==> src/rtl/fg_speed_pkg.sv <==
package fg_speed_pkg;
  localparam int TGT_W = 11;

  // Target period count picked by the two select pins
  function automatic logic [TGT_W-1:0] target_of(input logic a, input logic b);
    logic [TGT_W-1:0] t;
    unique case ({a, b})
      2'b11:   t = 11'd128;
      2'b01:   t = 11'd256;
      2'b10:   t = 11'd512;
      default: t = 11'd1024;
    endcase
    return t;
  endfunction
endpackage

==> src/rtl/fg_edge_sync.sv <==
module fg_edge_sync #(
  parameter int STAGES = 2
) (
  input  logic clk,
  input  logic rst,
  input  logic async_in,
  output logic rise
);
  localparam int LEN = STAGES + 1;
  logic [LEN-1:0] chain;

  always_ff @(posedge clk) begin
    if (rst) chain <= '0;
    else     chain <= {chain[LEN-2:0], async_in};
  end

  // Rising edge seen on the synchronized signal
  assign rise = chain[LEN-2] & ~chain[LEN-1];
endmodule

==> src/rtl/fg_period_counter.sv <==
module fg_period_counter #(
  parameter int CNT_W = 12
) (
  input  logic             clk,
  input  logic             rst,
  input  logic             rise,
  output logic [CNT_W-1:0] meas,
  output logic             meas_vld
);
  localparam logic [CNT_W-1:0] CNT_MAX = '1;
  logic [CNT_W-1:0] cnt;
  logic             primed;

  always_ff @(posedge clk) begin
    if (rst) begin
      cnt      <= '0;
      primed   <= 1'b0;
      meas     <= '0;
      meas_vld <= 1'b0;
    end else begin
      meas_vld <= 1'b0;
      if (rise) begin
        cnt      <= {{(CNT_W-1){1'b0}}, 1'b1};
        primed   <= 1'b1;
        meas     <= cnt;
        meas_vld <= primed;
      end else if (cnt != CNT_MAX) begin
        cnt <= cnt + 1'b1;
      end
    end
  end

  // a stalled FG keeps the count pinned at its ceiling
  a_r5_saturate: assert property (@(posedge clk) disable iff (rst)
    (cnt == CNT_MAX && !rise) |=> (cnt == CNT_MAX));

  // every edge restarts timing from one cycle
  a_r2_restart: assert property (@(posedge clk) disable iff (rst)
    rise |=> (cnt == 1));
endmodule

==> src/rtl/fg_speed_judge.sv <==
module fg_speed_judge #(
  parameter int CNT_W = 12
) (
  input  logic             clk,
  input  logic             rst,
  input  logic [CNT_W-1:0] meas,
  input  logic             meas_vld,
  input  logic             sel_a,
  input  logic             sel_b,
  output logic             over_n,
  output logic             lock_n,
  output logic [CNT_W-1:0] count_q
);
  import fg_speed_pkg::*;

  localparam int W = CNT_W + 1;
  logic [W-1:0] tgt, lo, hi, m;

  always_comb begin
    tgt = W'(target_of(sel_a, sel_b));
    lo  = tgt - (tgt >> 4);
    hi  = tgt + (tgt >> 4);
    m   = W'(meas);
  end

  always_ff @(posedge clk) begin
    if (rst) begin
      over_n  <= 1'b1;
      lock_n  <= 1'b1;
      count_q <= '0;
    end else if (meas_vld) begin
      count_q <= meas;
      over_n  <= ~(m < tgt);
      lock_n  <= ~((m >= lo) && (m <= hi));
    end
  end

  // outputs freeze unless a measurement just completed
  a_r6_hold: assert property (@(posedge clk) disable iff (rst)
    !meas_vld |=> ($stable(over_n) && $stable(lock_n) && $stable(count_q)));

  // a saturated count can never look locked or fast
  a_r5_sat_flags: assert property (@(posedge clk) disable iff (rst)
    (&count_q) |-> (lock_n && over_n));

  // a zero count is never inside any window
  a_r4_zero_unlocked: assert property (@(posedge clk) disable iff (rst)
    (count_q == '0) |-> lock_n);
endmodule

==> src/rtl/fg_speed_monitor.sv <==
module fg_speed_monitor #(
  parameter int CNT_W     = 12,
  parameter int SYNC_STGS = 2
) (
  input  logic             clk,
  input  logic             rst,
  input  logic             fg_in,
  input  logic             sel_a,
  input  logic             sel_b,
  output logic             overspeed_n,
  output logic             lock_n,
  output logic [CNT_W-1:0] period_count
);
  logic             rise;
  logic [CNT_W-1:0] meas;
  logic             meas_vld;

  fg_edge_sync #(.STAGES(SYNC_STGS)) u_sync (
    .clk(clk), .rst(rst), .async_in(fg_in), .rise(rise)
  );

  fg_period_counter #(.CNT_W(CNT_W)) u_cnt (
    .clk(clk), .rst(rst), .rise(rise), .meas(meas), .meas_vld(meas_vld)
  );

  fg_speed_judge #(.CNT_W(CNT_W)) u_judge (
    .clk(clk), .rst(rst), .meas(meas), .meas_vld(meas_vld),
    .sel_a(sel_a), .sel_b(sel_b),
    .over_n(overspeed_n), .lock_n(lock_n), .count_q(period_count)
  );

  // a measurement result is never produced in the cycle after reset
  a_r7_no_early_result: assert property (@(posedge clk)
    rst |=> !meas_vld);
endmodule

==> config.mk <==
export PLATFORM = sky130hd
export DESIGN_NAME = fg_speed_monitor
export DESIGN_NICKNAME = d
export VERILOG_FILES = /design/src/rtl/fg_speed_pkg.sv /design/src/rtl/fg_edge_sync.sv /design/src/rtl/fg_period_counter.sv /design/src/rtl/fg_speed_judge.sv /design/src/rtl/fg_speed_monitor.sv
export SDC_FILE = /design/constraint.sdc
export NUM_CORES = 1
export LEC_CHECK = 0
export CORE_ASPECT_RATIO = 0.7
export CORE_MARGIN = 2
export CORE_UTILIZATION = 30
export DETAILED_ROUTE_END_ITERATION = 10
export PLACE_DENSITY_LB_ADDON = 0.25
export SKIP_LAST_GASP = 1
export SLEW_MARGIN = 20
export SYNTH_ARGS = -nofsm -noshare
export SYNTH_HDL_FRONTEND = slang
export SYNTH_HIERARCHICAL = 1
export SYNTH_SLANG_ARGS = --single-unit
==> constraint.sdc <==
create_clock -name clk -period 2.8 [get_ports clk]
set_input_delay 0.7 -clock clk [delete_from_list [all_inputs] [get_ports clk]]
set_output_delay 0.7 -clock clk [all_outputs]
set_load 0.01 [all_outputs]
==> impl_metrics.toml <==
[yosys]
ys_seq_area_share_pct = 42.4
syn_area_um2 = 2030
yosysWarnings = 6
yosysUniqueCellTypes = 41
synth_cells = 210
syn_avg_cell_area_um2 = 9.66
synth_nets = 230
ys_ff_latch = 43

[floorplanning]
core-area_um2 = 6660
rows = 25
die_h_um = 72.8
start_util_pct = 30.5
die_area_um2 = 7450
die_x_um = 102
pin_count = 19

[placement]
post_dp_cell_area_um2 = 2310
dpl.hpwl_um = 3020
gp_congestion = 0.884
io_buffers = 18

[critical_path]
worst-path-max-fanout = 5
cp_cell_sequence = "clkdlybuf4s50_1 > inv_1 > nand2_1 > ha_1 > a21o_1 > a211oi_1 > o21ai_0 > o21ai_0 > a41oi_1"
worstReg2RegStart = "u_cnt/meas[3]$_SDFFE_PP0P_"
endpoint_kind = "flip-flop"
r2r-end = "u_judge/lock_n$_SDFFE_PP1P_"
required_ns = 2.91
start_kind = "input pin"
r2r_cells = 7
endpoint = "u_judge/lock_n$_SDFFE_PP1P_"
path_class = "in -> reg"
cpMostUsedCell = "o21ai_0"
max_stage_delay_ns = 0.47
crit_start = "sel_b"
crit_slowest_cell = "clkdlybuf4s50_1"
arrival_ns = 2.70
r2r_setup_slack_ns = 0.86

[power_and_ir_drop]
p_switching_mw = 0.248
powerDensity_nw_per_um2 = 481
pwr-share-comb_pct = 6.1
leakagePower_nw = 0.953
seqPwrFrac_pct = 53.9
peakVddDrop_mv = 0.176
p_sw_share_pct = 21.4
power_frac_clock_pct = 40.0
p_int_mw = 0.911
p_total_mw = 1.16

[routing]
firstDrtPassIters = 4
met2_wirelength_um = 1600
routed_wirelength_um = 4220
drt-wirelength-per-cell_um = 13.0
top_layer = "met4"
drc = 0
via_per_inst = 4.57
num_vias = 1481
ant_nets = 0
drt-met1-wl_um = 2460
wl_met3_um = 125
drt_iter0_drc = 64

[sta]
hold_viol_final = 0
rsz0062_at_grt = "no"
timing.slew.headroom_pct = 41.9
clock.fmax_ghz = 0.387
min_period_over_period_pct = 92.4
period_minus_slack_ns = 2.59
fin_worst_skew_ns = 0.00663
hold_ws_ns = 0.438
report.final.slew_viol_count = 0
worst_pin_slew_ns = 0.871
setup_viol = 0
setup_tns_ns = 0

[clock_network]
clock-sinks = 43
clkTransAtPathRegs_ns = 0.08
ctsResizeCount = 0
post-cts-setup-buffer-count = 0
cts_root_buf = "clkbuf_8"
hold_buffers = 0
h-tree-depth = 2
clock_path_buffers = 2
insertion_delay_ns = 0.29
cts_made_buffers = 5
cts_tree = "built"

[global_route]
grt_first_pass_wirelength_um = 7270
grtUsageTotal_pct = 12.9
grt_pass1_vias = 1424
overflow = 0
grt_max_degree = 33
antenna_found_initial = 0

[cells_and_area]
utilization_pct = 36.2
fin_nets = 250
layout-drive-gt1-share_pct = 10.4
final_area_um2 = 2410
n_antenna_cell = 0
area_delta_synth_final_pct = 18.7

[min_path]
whs_path_depth = 1
holdCritPathClass = "reg -> reg"

[job]
drv_cap = 0

[status]
status = "finished clean"
## flip-flops by register name, indices dropped and copies added (netlist names)
register	count
u_cnt/cnt	12
u_cnt/meas	12
u_cnt/meas_vld	1
u_cnt/primed	1
u_judge/count_q	12
u_judge/lock_n	1
u_judge/over_n	1
u_sync/chain	3
## final cells by class
type | instances | area, um^2
fill | 688 | 4250
multi-input combinational | 146 | 1060
sequential | 43 | 861
timing repair buffer | 25 | 233
tap | 94 | 118
clock buffer | 6 | 72.6
inverter | 9 | 33.8
clock inverter | 1 | 30.0
## cell usage after synthesis
master / instances / area share, %
dfxtp_1: 43 / 42
nor2_1: 32 / 5.9
mux2i_1: 25 / 12
ha_1: 15 / 9.2
inv_1: 9 / 1.7
nand2_1: 9 / 1.7
a21oi_1: 7 / 1.7
a31oi_1: 6 / 1.8
o21ai_0: 6 / 1.5
nor3_1: 5 / 1.2
clkbuf_1: 4 / 0.74
nor2b_1: 4 / 1.2
buf_2: 3 / 0.74
buf_6: 3 / 1.7
nand3_1: 3 / 0.74
nand4_1: 3 / 0.92
a211oi_1: 2 / 0.74
a41o_2: 2 / 1.1
a41oi_1: 2 / 0.86
and2_1: 2 / 0.62
and3_2: 2 / 0.74
and4_1: 2 / 0.86
xnor2_1: 2 / 0.86
xor2_1: 2 / 0.86
a21o_1: 1 / 0.37
a311oi_2: 1 / 0.74
and4_2: 1 / 0.49
and4bb_2: 1 / 0.62
buf_1: 1 / 0.18
clkbuf_2: 1 / 0.25
nand2b_1: 1 / 0.31
nand4_4: 1 / 1.0
nand4b_1: 1 / 0.43
nor2b_2: 1 / 0.43
nor3b_1: 1 / 0.37
o211a_1: 1 / 0.49
o211ai_1: 1 / 0.37
o31ai_1: 1 / 0.37
or2_1: 1 / 0.31
or2_2: 1 / 0.31
or4b_4: 1 / 0.68
## worst min path at each step
stage,from,to,slack [ns]
6_report,u_sync/chain[0]$_SDFF_PP0_,u_sync/chain[1]$_SDFF_PP0_,0.44
5_1_grt,u_sync/chain[0]$_SDFF_PP0_,u_sync/chain[1]$_SDFF_PP0_,0.47
3_3_place_gp,u_sync/chain[0]$_SDFF_PP0_,u_sync/chain[1]$_SDFF_PP0_,0.42
2_1_floorplan,u_sync/chain[0]$_SDFF_PP0_,u_sync/chain[1]$_SDFF_PP0_,0.41
3_5_place_dp,u_sync/chain[0]$_SDFF_PP0_,u_sync/chain[1]$_SDFF_PP0_,0.43
4_1_cts,u_cnt/primed$_SDFFE_PP0P_,u_cnt/meas_vld$_SDFF_PP0_,0.44
## per-layer routing
layer / track usage, % / up-vias
li1: - / 778
met1: 19.4 / 685
met2: 16.9 / 16
met3: 4.79 / 2
met4: 3.56 / 0
met5: 0 / -
## layout by cell type (no fill, tap or decap), types with 2 or more instances in the layout
master,count
ha_1,15
a31oi_1,6
dfxtp_1,43
inv_1,9
xor2_1,2
xnor2_1,2
and3_2,2
o21ai_0,6
nand4_1,3
nor3_1,5
clkdlybuf4s50_1,18
buf_4,7
nand3_1,3
mux2i_1,25
nand2_1,9
nor2b_1,4
and2_1,2
a211oi_1,2
a41oi_1,2
nor2_1,32
a41o_2,2
clkbuf_8,5
a21oi_1,7
and4_1,2
## power by group through the flow
stage	Sequential (mW)	Clock, mW	Combinational (mW)
2_1_floorplan	0.636	0	0.0502
3_3_place_gp	0.639	0	0.0708
3_5_place_dp	0.640	0	0.0712
4_1_cts	0.625	0.481	0.0714
5_1_grt	0.627	0.516	0.0794
6_report	0.625	0.463	0.0707
## worst max-delay path: cells and delay by family
| family | cells | cell delay (ns) |
|---|---|---|
| simple gates | 1 | 0.08 |
| buf+inv | 2 | 0.57 |
| fa+ha+maj | 1 | 0.30 |
| compound gates | 5 | 1.05 |
## kinds of logic after synthesis
kind of cell | synth area share [%]
AND/OR/NAND/NOR | 18.9
flip-flops | 42.4
AO/OA/AOI/OAI | 10.1
multiplexers | 12.3
buffers and inverters | 5.24
adder cells (fa/ha/maj) | 9.25
XOR/XNOR | 1.73
## metrics by stage
step           worst slack [ns]  instances
6_report                  0.213        324
5_1_grt                  0.0566        324
4_1_cts                   0.224        324
3_5_place_dp            -0.0414        317
3_3_place_gp             0.0428        317
2_1_floorplan             0.633        210
Power figures use the tool's default switching activity.
